## src/rtl/exc_entry_pkg.sv

```systemverilog
package exc_entry_pkg;
  typedef enum logic [2:0] {
    ST_IDLE    = 3'd0,
    ST_PUSH_SR = 3'd1,
    ST_PUSH_PC = 3'd2,
    ST_FETCH   = 3'd3,
    ST_DONE    = 3'd4
  } ent_state_e;

  localparam int WORD_SHIFT = 2;
endpackage

```

## src/rtl/exc_entry_ctrl.sv

```systemverilog
module exc_entry_ctrl
  import exc_entry_pkg::*;
(
  input  logic       clk,
  input  logic       rst_n,
  input  logic       start_i,
  input  logic       xfer_i,
  output ent_state_e state_o,
  output logic       accept_o,
  output logic       busy_o,
  output logic       done_o
);
  ent_state_e state_q, state_d;

  assign accept_o = (state_q == ST_IDLE) && start_i;

  always_comb begin
    state_d = state_q;
    unique case (state_q)
      ST_IDLE:    if (start_i) state_d = ST_PUSH_SR;
      ST_PUSH_SR: if (xfer_i)  state_d = ST_PUSH_PC;
      ST_PUSH_PC: if (xfer_i)  state_d = ST_FETCH;
      ST_FETCH:   if (xfer_i)  state_d = ST_DONE;
      ST_DONE:                 state_d = ST_IDLE;
      default:                 state_d = ST_IDLE;
    endcase
  end

  always_ff @(posedge clk or negedge rst_n) begin
    if (!rst_n) state_q <= ST_IDLE;
    else        state_q <= state_d;
  end

  assign state_o = state_q;
  assign busy_o  = (state_q != ST_IDLE);
  assign done_o  = (state_q == ST_DONE);

  AST_DONE_ONE_CYCLE: assert property (@(posedge clk) disable iff (!rst_n)
    done_o |=> !done_o);
  AST_START_WHILE_BUSY: assert property (@(posedge clk) disable iff (!rst_n)
    (busy_o && !done_o && start_i) |=> busy_o);
endmodule

```

## src/rtl/exc_entry_regs.sv

```systemverilog
module exc_entry_regs
  import exc_entry_pkg::*;
#(
  parameter int AW    = 32,
  parameter int DW    = 32,
  parameter int VEC_W = 8
) (
  input  logic             clk,
  input  logic             rst_n,
  input  ent_state_e       state_i,
  input  logic             accept_i,
  input  logic             xfer_i,
  input  logic [VEC_W-1:0] vec_num_i,
  input  logic [AW-1:0]    ret_pc_i,
  input  logic [DW-1:0]    sr_i,
  input  logic [AW-1:0]    sp_i,
  input  logic [AW-1:0]    vbr_i,
  input  logic [DW-1:0]    rdata_i,
  output logic [AW-1:0]    sp_o,
  output logic [AW-1:0]    ret_pc_o,
  output logic [DW-1:0]    sr_o,
  output logic [AW-1:0]    vaddr_o,
  output logic [AW-1:0]    pc_o
);
  localparam int PAD_W = AW - VEC_W - WORD_SHIFT;
  localparam logic [AW-1:0] WORD_BYTES = AW'(1) << WORD_SHIFT;

  logic [AW-1:0] vec_off;
  assign vec_off = {{PAD_W{1'b0}}, vec_num_i, {WORD_SHIFT{1'b0}}};

  always_ff @(posedge clk or negedge rst_n) begin
    if (!rst_n) begin
      sp_o     <= '0;
      ret_pc_o <= '0;
      sr_o     <= '0;
      vaddr_o  <= '0;
      pc_o     <= '0;
    end else if (accept_i) begin
      sp_o     <= sp_i - WORD_BYTES;
      ret_pc_o <= ret_pc_i;
      sr_o     <= sr_i;
      vaddr_o  <= vbr_i + vec_off;
    end else if (xfer_i) begin
      if (state_i == ST_PUSH_SR) sp_o <= sp_o - WORD_BYTES;
      if (state_i == ST_FETCH)   pc_o <= AW'(rdata_i);
    end
  end

  AST_SP_STEP: assert property (@(posedge clk) disable iff (!rst_n)
    (xfer_i && state_i == ST_PUSH_SR) |=> (sp_o == $past(sp_o) - WORD_BYTES));
endmodule

```

## src/rtl/exc_entry_memport.sv

```systemverilog
module exc_entry_memport
  import exc_entry_pkg::*;
#(
  parameter int AW = 32,
  parameter int DW = 32
) (
  input  ent_state_e    state_i,
  input  logic [AW-1:0] sp_i,
  input  logic [AW-1:0] ret_pc_i,
  input  logic [DW-1:0] sr_i,
  input  logic [AW-1:0] vaddr_i,
  output logic          valid_o,
  output logic          we_o,
  output logic [AW-1:0] addr_o,
  output logic [DW-1:0] wdata_o
);
  always_comb begin
    valid_o = 1'b0;
    we_o    = 1'b0;
    addr_o  = '0;
    wdata_o = '0;
    unique case (state_i)
      ST_PUSH_SR: begin
        valid_o = 1'b1; we_o = 1'b1; addr_o = sp_i; wdata_o = sr_i;
      end
      ST_PUSH_PC: begin
        valid_o = 1'b1; we_o = 1'b1; addr_o = sp_i; wdata_o = DW'(ret_pc_i);
      end
      ST_FETCH: begin
        valid_o = 1'b1; we_o = 1'b0; addr_o = vaddr_i;
      end
      default: ;
    endcase
  end
endmodule

```

## src/rtl/exc_entry_seq.sv

```systemverilog
module exc_entry_seq
  import exc_entry_pkg::*;
#(
  parameter int AW    = 32,
  parameter int DW    = 32,
  parameter int VEC_W = 8
) (
  input  logic             clk,
  input  logic             rst_n,
  input  logic             start_i,
  input  logic [VEC_W-1:0] vec_num_i,
  input  logic [AW-1:0]    ret_pc_i,
  input  logic [DW-1:0]    sr_i,
  input  logic [AW-1:0]    sp_i,
  input  logic [AW-1:0]    vbr_i,
  output logic             mem_valid_o,
  input  logic             mem_ready_i,
  output logic             mem_we_o,
  output logic [AW-1:0]    mem_addr_o,
  output logic [DW-1:0]    mem_wdata_o,
  input  logic [DW-1:0]    mem_rdata_i,
  output logic             busy_o,
  output logic             done_o,
  output logic [AW-1:0]    new_pc_o,
  output logic [AW-1:0]    new_sp_o
);
  ent_state_e    state;
  logic          accept, xfer;
  logic [AW-1:0] sp_q, ret_q, vaddr_q;
  logic [DW-1:0] sr_q;

  assign xfer = mem_valid_o && mem_ready_i;

  exc_entry_ctrl u_ctrl (
    .clk(clk), .rst_n(rst_n), .start_i(start_i), .xfer_i(xfer),
    .state_o(state), .accept_o(accept), .busy_o(busy_o), .done_o(done_o)
  );

  exc_entry_regs #(.AW(AW), .DW(DW), .VEC_W(VEC_W)) u_regs (
    .clk(clk), .rst_n(rst_n), .state_i(state), .accept_i(accept), .xfer_i(xfer),
    .vec_num_i(vec_num_i), .ret_pc_i(ret_pc_i), .sr_i(sr_i), .sp_i(sp_i),
    .vbr_i(vbr_i), .rdata_i(mem_rdata_i), .sp_o(sp_q), .ret_pc_o(ret_q),
    .sr_o(sr_q), .vaddr_o(vaddr_q), .pc_o(new_pc_o)
  );

  exc_entry_memport #(.AW(AW), .DW(DW)) u_port (
    .state_i(state), .sp_i(sp_q), .ret_pc_i(ret_q), .sr_i(sr_q),
    .vaddr_i(vaddr_q), .valid_o(mem_valid_o), .we_o(mem_we_o),
    .addr_o(mem_addr_o), .wdata_o(mem_wdata_o)
  );

  assign new_sp_o = sp_q;

  AST_REQ_HOLD: assert property (@(posedge clk) disable iff (!rst_n)
    (mem_valid_o && !mem_ready_i) |=> (mem_valid_o && $stable(mem_addr_o)
      && $stable(mem_we_o) && $stable(mem_wdata_o)));
  AST_IDLE_NO_REQ: assert property (@(posedge clk) disable iff (!rst_n)
    !busy_o |-> !mem_valid_o);
  AST_DONE_AFTER_READ: assert property (@(posedge clk) disable iff (!rst_n)
    $rose(done_o) |-> $past(mem_valid_o && mem_ready_i && !mem_we_o));
  AST_PC_FROM_READ: assert property (@(posedge clk) disable iff (!rst_n)
    (mem_valid_o && mem_ready_i && !mem_we_o) |=> (done_o && new_pc_o == $past(mem_rdata_i)));
endmodule

```

## config.mk

```make
export PLATFORM = sky130hd
export DESIGN_NAME = exc_entry_seq
export DESIGN_NICKNAME = d
export VERILOG_FILES = /design/src/rtl/exc_entry_pkg.sv /design/src/rtl/exc_entry_ctrl.sv /design/src/rtl/exc_entry_regs.sv /design/src/rtl/exc_entry_memport.sv /design/src/rtl/exc_entry_seq.sv
export SDC_FILE = /design/constraint.sdc
export NUM_CORES = 1
export LEC_CHECK = 0
export BUFFER_PORTS_ARGS = -buffer_cell sky130_fd_sc_hd__buf_2
export CAP_MARGIN = 20
export CORE_MARGIN = 2
export CORE_UTILIZATION = 30
export DETAILED_ROUTE_END_ITERATION = 10
export PLACE_DENSITY = 0.65
export SLEW_MARGIN = 20
export SYNTH_ARGS = -nofsm -noshare
export SYNTH_HDL_FRONTEND = slang
export SYNTH_SLANG_ARGS = --single-unit
```

## constraint.sdc

```tcl
create_clock -name clk -period 9.58 [get_ports clk]
set_input_delay 1.916 -clock clk [delete_from_list [all_inputs] [get_ports clk]]
set_output_delay 1.916 -clock clk [all_outputs]
set_load 0.02 [all_outputs]
```

==> metrics.cfg, run 1 <==
[clock_network]
cts.reportedPaths.clkPinSlew_ns=0.07
cts_setup_buffers=0
cts_resized=0
clock_latency_ns=0.43
cts.path.max_buffers=2
cts_htree_levels=4
clk_root_buffer_cell=clkbuf_16
clock_sinks=163
cts_buffers=17
postCtsHoldBufs=0
cts_tree=done

[route]
wl_met3_um=1314
route.layer.met1.wl_um=13040
ant_nets=0
vias_per_cell=4.985
first_pass_iters=5
maxUsedRoutingLayer=met5
route.final.wire_length_um=29110
met2_wirelength_um=13760
drcViolationCount=0
routed-via-count=8100
wire_per_inst_um=17.91
drtIter0Drc=526

[synthesis]
synthesis.instances=949
synth_area_per_cell_sq_um=9.240
synth_seq_area_share_pct=46.52
postSynth.topFlopCell=dfrtp_1
synth.distinct_cells=58
synth_seq_cells=163
syn_area_sq_mm=0.008768
yosys_warnings=0
synth-async-reset-ratio_pct=100.0
synth_edf_count=0
synth_nets=1131

[grt]
grt_remaining_overflow=0
grt_max_degree=96
first_global_vias=7898
wire_length_of_the_first_global_routing_pass_um=44500
initial_antenna_violation_count=5
global_route.usage.total_pct=18.58

[die]
coreArea_sq_mm=0.02878
rows=62
fp.dieArea_sq_mm=0.03061
die_h_um=175.0
floorplan.die.width_um=175.0
initial_core_utilization_pct=30.47
num_io_pins=304

[setup_path]
worstSetupPathType=in2reg
timing.critical_path.required_ns=9.89
crit_arrival_ns=5.51
critPathLaunchType=input port
worstPathMaxFanout=95
setup.worst_path.end_class=flip-flop

[placement]
dp_slack_ns=3.998
placed_area_sq_mm=0.01065
dp.cells=1589
globalplace.congestion=0.8975
port_buffers=303
place_hpwl_um=21330

[sta]
report.final.hold_viol_count=0
finalHoldWorstSlack_ns=0.4765
layout_worst_path_cycle_share_pct=54.28
rsz0062_at_grt=false
finalClockSkew_ns=0.01547
max_slew.worst_pin.slew_ns=0.9917
fin_tns_setup_ns=0
timing.final.setup_violations=0
post-route-worst-setup-slack_ns=4.380
clock.fmax_mhz=192.3
slew-limit-headroom_pct=33.89
finalWorstPathRequiredPeriod_ns=5.200
timing_max_transition_violations_final=0

[layout]
finish.instance_area_sq_mm=0.01125
post-route-util_pct=39.08
finalNetCount=1406
most-common-layout-cells=302 x buf_2, 275 x nand2_1, 163 x dfrtp_1
final_common_cell=buf_2
area_growth_pct=28.28
final_cell_count_no_fill=1625
final_layout_size_suffix_gt1_share_pct=31.61

[pwr]
total_power_mw=3.930
cellLeakagePower_nw=5.456
power-per-cell-area_mw_per_mm2=349.4
power.ir.vdd_worst_v=0.0001499

[worst_hold_path]
hold_path.class=reg2reg

[run]
max-cap-violations=0

[outcome]
run_status=finished clean

[registers in the layout, indices dropped and copies added, names as in the netlist]
signal,count
u_regs.sp_o,32
u_regs.vaddr_o,32
u_regs.ret_pc_o,32
u_regs.sr_o,32
u_ctrl.state_o,3
u_regs.pc_o,32
[layout make-up]
class	instances	area [sq um]
Sequential cell	163	4079
Clock buffer	18	439.2
Inverter	4	15.01
Timing Repair Buffer	314	1605
Clock inverter	14	152.6
Fill cell	2972	17530
Antenna cell	4	10.01
Tap cell	384	480.5
Multi-Input combinational cell	724	4467
[layer usage]
| metal | GRT usage (%) | vias to the layer above |
|---|---|---|
| li1 | - | 3869 |
| met1 | 25.04 | 3937 |
| met2 | 29.28 | 243 |
| met3 | 3.655 | 49 |
| met4 | 7.535 | 2 |
| met5 | 0 | - |
[logic make-up after synthesis]
logic type,share of synthesized area [%]
AOI/OAI and AO/OA,12.40
and+or+nand+nor,22.70
xor gates and xnor gates,7.791
adders and majority gates,1.513
muxes,6.279
DFF,46.52
buffers and inverters,2.797
[power breakdown]
part,switching [mW],internal (mW)
clock,0.338,0.358
combinational,1.19,0.699
sequential,0.318,1.02
total,1.85,2.08
[synthesized netlist by cell type, drive strengths merged (17+ instances only)]
cell / number / area, sq um
o21ai: 33 / 165.2
nor4: 17 / 106.4
mux2: 32 / 360.4
nand4: 18 / 112.6
clkbuf: 48 / 180.2
xnor2: 30 / 262.8
a21oi: 21 / 105.1
nand3: 26 / 130.1
a22o: 65 / 570.6
nor2: 32 / 120.1
nor3: 21 / 105.1
nand2: 275 / 1032
dfrtp: 163 / 4079
xor2: 48 / 420.4
mux2i: 19 / 190.2
[path summary, 6_finish.rpt]
kind / cells after the start / start / endpoint / slack, ns
max: 8 / start_i / u_regs.sp_o[19] / 4.38
min: 2 / u_regs.sr_o[19] / u_regs.sr_o[19] / 0.48
max reg2reg: 7 / u_ctrl.state_o[2] / u_regs.sp_o[19] / 5.30
min reg2reg: 2 / u_regs.sr_o[19] / u_regs.sr_o[19] / 0.48
max in group asynchronous: 2 / rst_n / u_regs.vaddr_o[8] / 6.46
min in group asynchronous: 1 / rst_n / u_regs.sr_o[8] / 1.55
[critical path, stage by stage]
cell	delay, ns
buf_2	0.11
or4b_4	0.67
buf_4	0.79
nand3b_1	0.20
a22oi_1	0.77
nand2_1	0.23
or4_1	0.55
o311a_1	0.14
Note: power is estimated with default switching activity, not from simulation.
==> run 2: changes to the inputs <==
--- a/config.mk
+++ b/config.mk
@@ -5,12 +5,13 @@
 export SDC_FILE = /design/constraint.sdc
 export NUM_CORES = 1
 export LEC_CHECK = 0
+export ABC_AREA = 1
 export BUFFER_PORTS_ARGS = -buffer_cell sky130_fd_sc_hd__buf_2
 export CAP_MARGIN = 20
 export CORE_MARGIN = 2
 export CORE_UTILIZATION = 30
 export DETAILED_ROUTE_END_ITERATION = 10
-export PLACE_DENSITY = 0.65
+export PLACE_DENSITY = 0.64
 export SLEW_MARGIN = 20
 export SYNTH_ARGS = -nofsm -noshare
 export SYNTH_HDL_FRONTEND = slang
==> constraint.sdc (replaced) <==
create_clock -name clk -period 5.5 [get_ports clk]
set_input_delay 1.1 -clock clk [delete_from_list [all_inputs] [get_ports clk]]
set_output_delay 1.1 -clock clk [all_outputs]
set_load 0.02 [all_outputs]
==> run 2 against run 1 <==
Net effect:
- hold slack worse by 0.010 ns
- via count is 15% higher
- synthesized area is 5.8% higher
- sequential power is 56% higher
- register-to-register slack worse by 2.9 ns
- setup slack worse by 3.3 ns
- final cell count is 22% higher
- clock power is 72% higher
- sequential cell count stayed put
==> metrics.cfg, run 2 <==
[clock_network]
clock_sinks=163  ; unchanged
cts_htree_levels=4  ; unchanged
cts_tree=done
cts_setup_buffers=0  ; unchanged
clk_root_buffer_cell=clkbuf_16
cts_buffers=17  ; unchanged
clock_latency_ns=0.44  ; about the same
cts_resized=0  ; unchanged
cts.path.max_buffers=2  ; unchanged
postCtsHoldBufs=0  ; unchanged
cts.reportedPaths.clkPinSlew_ns=0.07  ; about the same

[sta]
timing_max_transition_violations_final=0  ; unchanged
rsz0062_at_grt=false
finalWorstPathRequiredPeriod_ns=4.386
slew-limit-headroom_pct=30.40  ; -3.5 points
max_slew.worst_pin.slew_ns=1.043  ; +0.05117 ns
report.final.hold_viol_count=0  ; unchanged
post-route-worst-setup-slack_ns=1.114  ; -3.266 ns
finalClockSkew_ns=0.02155  ; +0.006087 ns
layout_worst_path_cycle_share_pct=79.75
clock.fmax_mhz=228.0
timing.final.setup_violations=0  ; unchanged
finalHoldWorstSlack_ns=0.4660  ; -0.01045 ns
fin_tns_setup_ns=0  ; unchanged

[pwr]
part_of_the_total_power_dissipated_in_the_clock_network_pct=17.4  ; -0.3 points
power.switching_fraction_pct=49.99  ; +2.9 points
power.ir.vdd_worst_v=0.0002226  ; +48%
intPower_mw=3.449  ; +66%
cellLeakagePower_nw=6.564  ; +20%
power-per-cell-area_mw_per_mm2=589.3  ; +69%
combinationalPowerShare_pct=52.2  ; +4.0 points
net-switching-power_mw=3.448  ; +86%
p_seq_share_pct=30.3  ; -3.8 points

[placement]
dp_slack_ns=1.568  ; -2.430 ns
dp.cells=1946  ; +22%
globalplace.congestion=0.9212  ; +2.6%
port_buffers=303  ; unchanged
place_hpwl_um=24670  ; +16%

[synthesis]
synth.distinct_cells=43  ; -26%
synth_edf_count=0  ; unchanged
synth_seq_cells=163  ; unchanged
synth_area_per_cell_sq_um=7.184  ; -22%
synth-async-reset-ratio_pct=100.0  ; unchanged
synth_top_area_share_pct=43.98  ; -2.5 points
postSynth.topFlopCell=dfrtp_1
synth_nets=1473  ; +30%
synth.most_common_cell=nand2_1
synth_area_leaders=dfrtp_1 44%, nand2_1 25%, inv_1 4.2%
syn_area_sq_mm=0.009275  ; +5.8%
synth_seq_area_share_pct=43.98  ; -2.5 points
synthTopCellsByCount=623 x nand2_1, 163 x dfrtp_1, 103 x inv_1
yosys_warnings=0  ; unchanged
yosysTopAreaCell=dfrtp_1
synthesis.instances=1291  ; +36%

[route]
drtIter0Drc=553  ; +5.1%
wire_per_inst_um=16.48  ; -8.0%
vias_per_cell=4.715  ; -5.4%
routed-via-count=9355  ; +15%
drcViolationCount=0  ; unchanged
first_pass_iters=5  ; unchanged
route.final.wire_length_um=32700  ; +12%
ant_nets=0  ; unchanged

[layout]
post-route-util_pct=38.36  ; -0.73 points
area_growth_pct=26.17
final_cell_count_no_fill=1984  ; +22%
final_layout_size_suffix_gt1_share_pct=25.41  ; -6.2 points
finalNetCount=1751  ; +25%
most-common-layout-cells=623 x nand2_1, 302 x buf_2, 163 x dfrtp_1
fillers=3260  ; +9.7%
final_common_cell=nand2_1

[die]
die_h_um=179.8  ; +2.8%
fp.dieArea_sq_mm=0.03234  ; +5.6%
num_io_pins=304  ; unchanged
rows=64  ; +3.2%
initial_core_utilization_pct=30.40  ; -0.066 points
coreArea_sq_mm=0.03051  ; +6.0%
floorplan.die.width_um=179.8  ; +2.8%

[grt]
grt_max_degree=91  ; -5.2%
initial_antenna_violation_count=14  ; +9
wire_length_of_the_first_global_routing_pass_um=50680  ; +14%
first_global_vias=9060  ; +15%
global_route.usage.total_pct=19.83  ; +1.3 points
grt_remaining_overflow=0  ; unchanged

[setup_path]
timing.critical_path.required_ns=4.40  ; -5.49 ns
r2r_start=u_ctrl.state_o[1]
worstSetupPathType=reg2out
r2r_slack_ns=2.35  ; -2.95 ns
crit_arrival_ns=3.29  ; -2.22 ns
setup.worst_path.end_class=output pin
endpoint=mem_addr_o[4]
critical_path.reg2reg.endpoint=u_regs.sp_o[22]
critPathLaunchType=flip-flop
reg2reg_depth=14  ; +7
worstPathMaxFanout=32  ; -66%
startpoint=u_ctrl.state_o[1]

[run]
max-cap-violations=0  ; unchanged

[worst_hold_path]
hold_path.class=reg2reg

[outcome]
run_status=finished clean

==> run 2: changes by cell type after synthesis, moves of 16 or more <==
cell,previous run,this run
a22o_1,64,33
clkbuf_1,48,27
inv_1,4,103
mux2_2,32,0
mux2i_1,19,0
nand2_1,275,623
nor2_1,32,56
nor4_1,17,1
o21ai_0,33,55
xnor2_1,30,10
xor2_1,48,12
==> run 2: final cells by class <==
type | count | area, sq um | share of cell area (%)
Antenna cell | 6 | 15.01 | 0.1283
Clock buffer | 17 | 425.4 | 3.635
Clock inverter | 15 | 161.4 | 1.379
Inverter | 109 | 409.1 | 3.496
Multi-Input combinational cell | 962 | 4497 | 38.43
Sequential cell | 163 | 4079 | 34.86
Tap cell | 396 | 495.5 | 4.234
Timing Repair Buffer | 316 | 1620 | 13.85
==> run 2: metrics by stage <==
step	area (sq um)	power, mW
6_report	11700	6.897
5_1_grt	11700	7.434
4_1_cts	11690	6.956
3_5_place_dp	11100	5.724
3_3_place_gp	11100	5.663
2_1_floorplan	9275	4.498
==> run 2: worst min-delay path by stage <==
stage | from | endpoint | slack [ns] | cells after the start
3_5_place_dp | u_regs.pc_o[5] | u_regs.pc_o[5] | 0.45 | 2
5_1_grt | u_regs.pc_o[14] | u_regs.pc_o[14] | 0.50 | 2
6_report | u_regs.pc_o[12] | u_regs.pc_o[12] | 0.47 | 2
2_1_floorplan | u_regs.vaddr_o[2] | u_regs.vaddr_o[2] | 0.45 | 2
3_3_place_gp | u_regs.pc_o[25] | u_regs.pc_o[25] | 0.45 | 2
4_1_cts | u_regs.pc_o[12] | u_regs.pc_o[12] | 0.47 | 2
==> run 2: per-layer routing <==
layer / track usage, % / vias to the layer above / wire length (um)
met5: 0 / - / 91
met4: 7.610 / 12 / 856
met3: 6.280 / 56 / 2721
met2: 31.91 / 332 / 15090
met1: 24.82 / 4319 / 13950
li1: - / 4636 / -
==> run 2: power groups by stage <==
stage               clock network [mW]  registers (mW)  logic (mW)
global placement                     0            2.09        3.57
finish                            1.20            2.09        3.60
detailed placement                   0            2.11        3.62
CTS                               1.24            2.09        3.63
floorplan                            0            2.27        2.23
global route                      1.29            2.16        3.99
==> run 2: worst max-delay path: stages (launching register included) <==
cell and delay (ns):
dfrtp_1 0.42, inv_2 0.51, nor2_2 0.08, buf_4 0.27
inv_1 0.14, nand2_1 0.18, inv_1 0.81, o21ai_0 0.21
buf_2 0.21
==> run 2: logic make-up (layout without fill, tap and decap cells) <==
group,count (synthesis),count (layout),synth area share [%]
simple gates,799,799,36.10
buf+inv,166,457,7.595
flops,163,163,43.98
compound gates,131,131,8.822
xor+xnor,22,22,2.077
fa+ha+maj,10,10,1.430
other cells,0,6,0
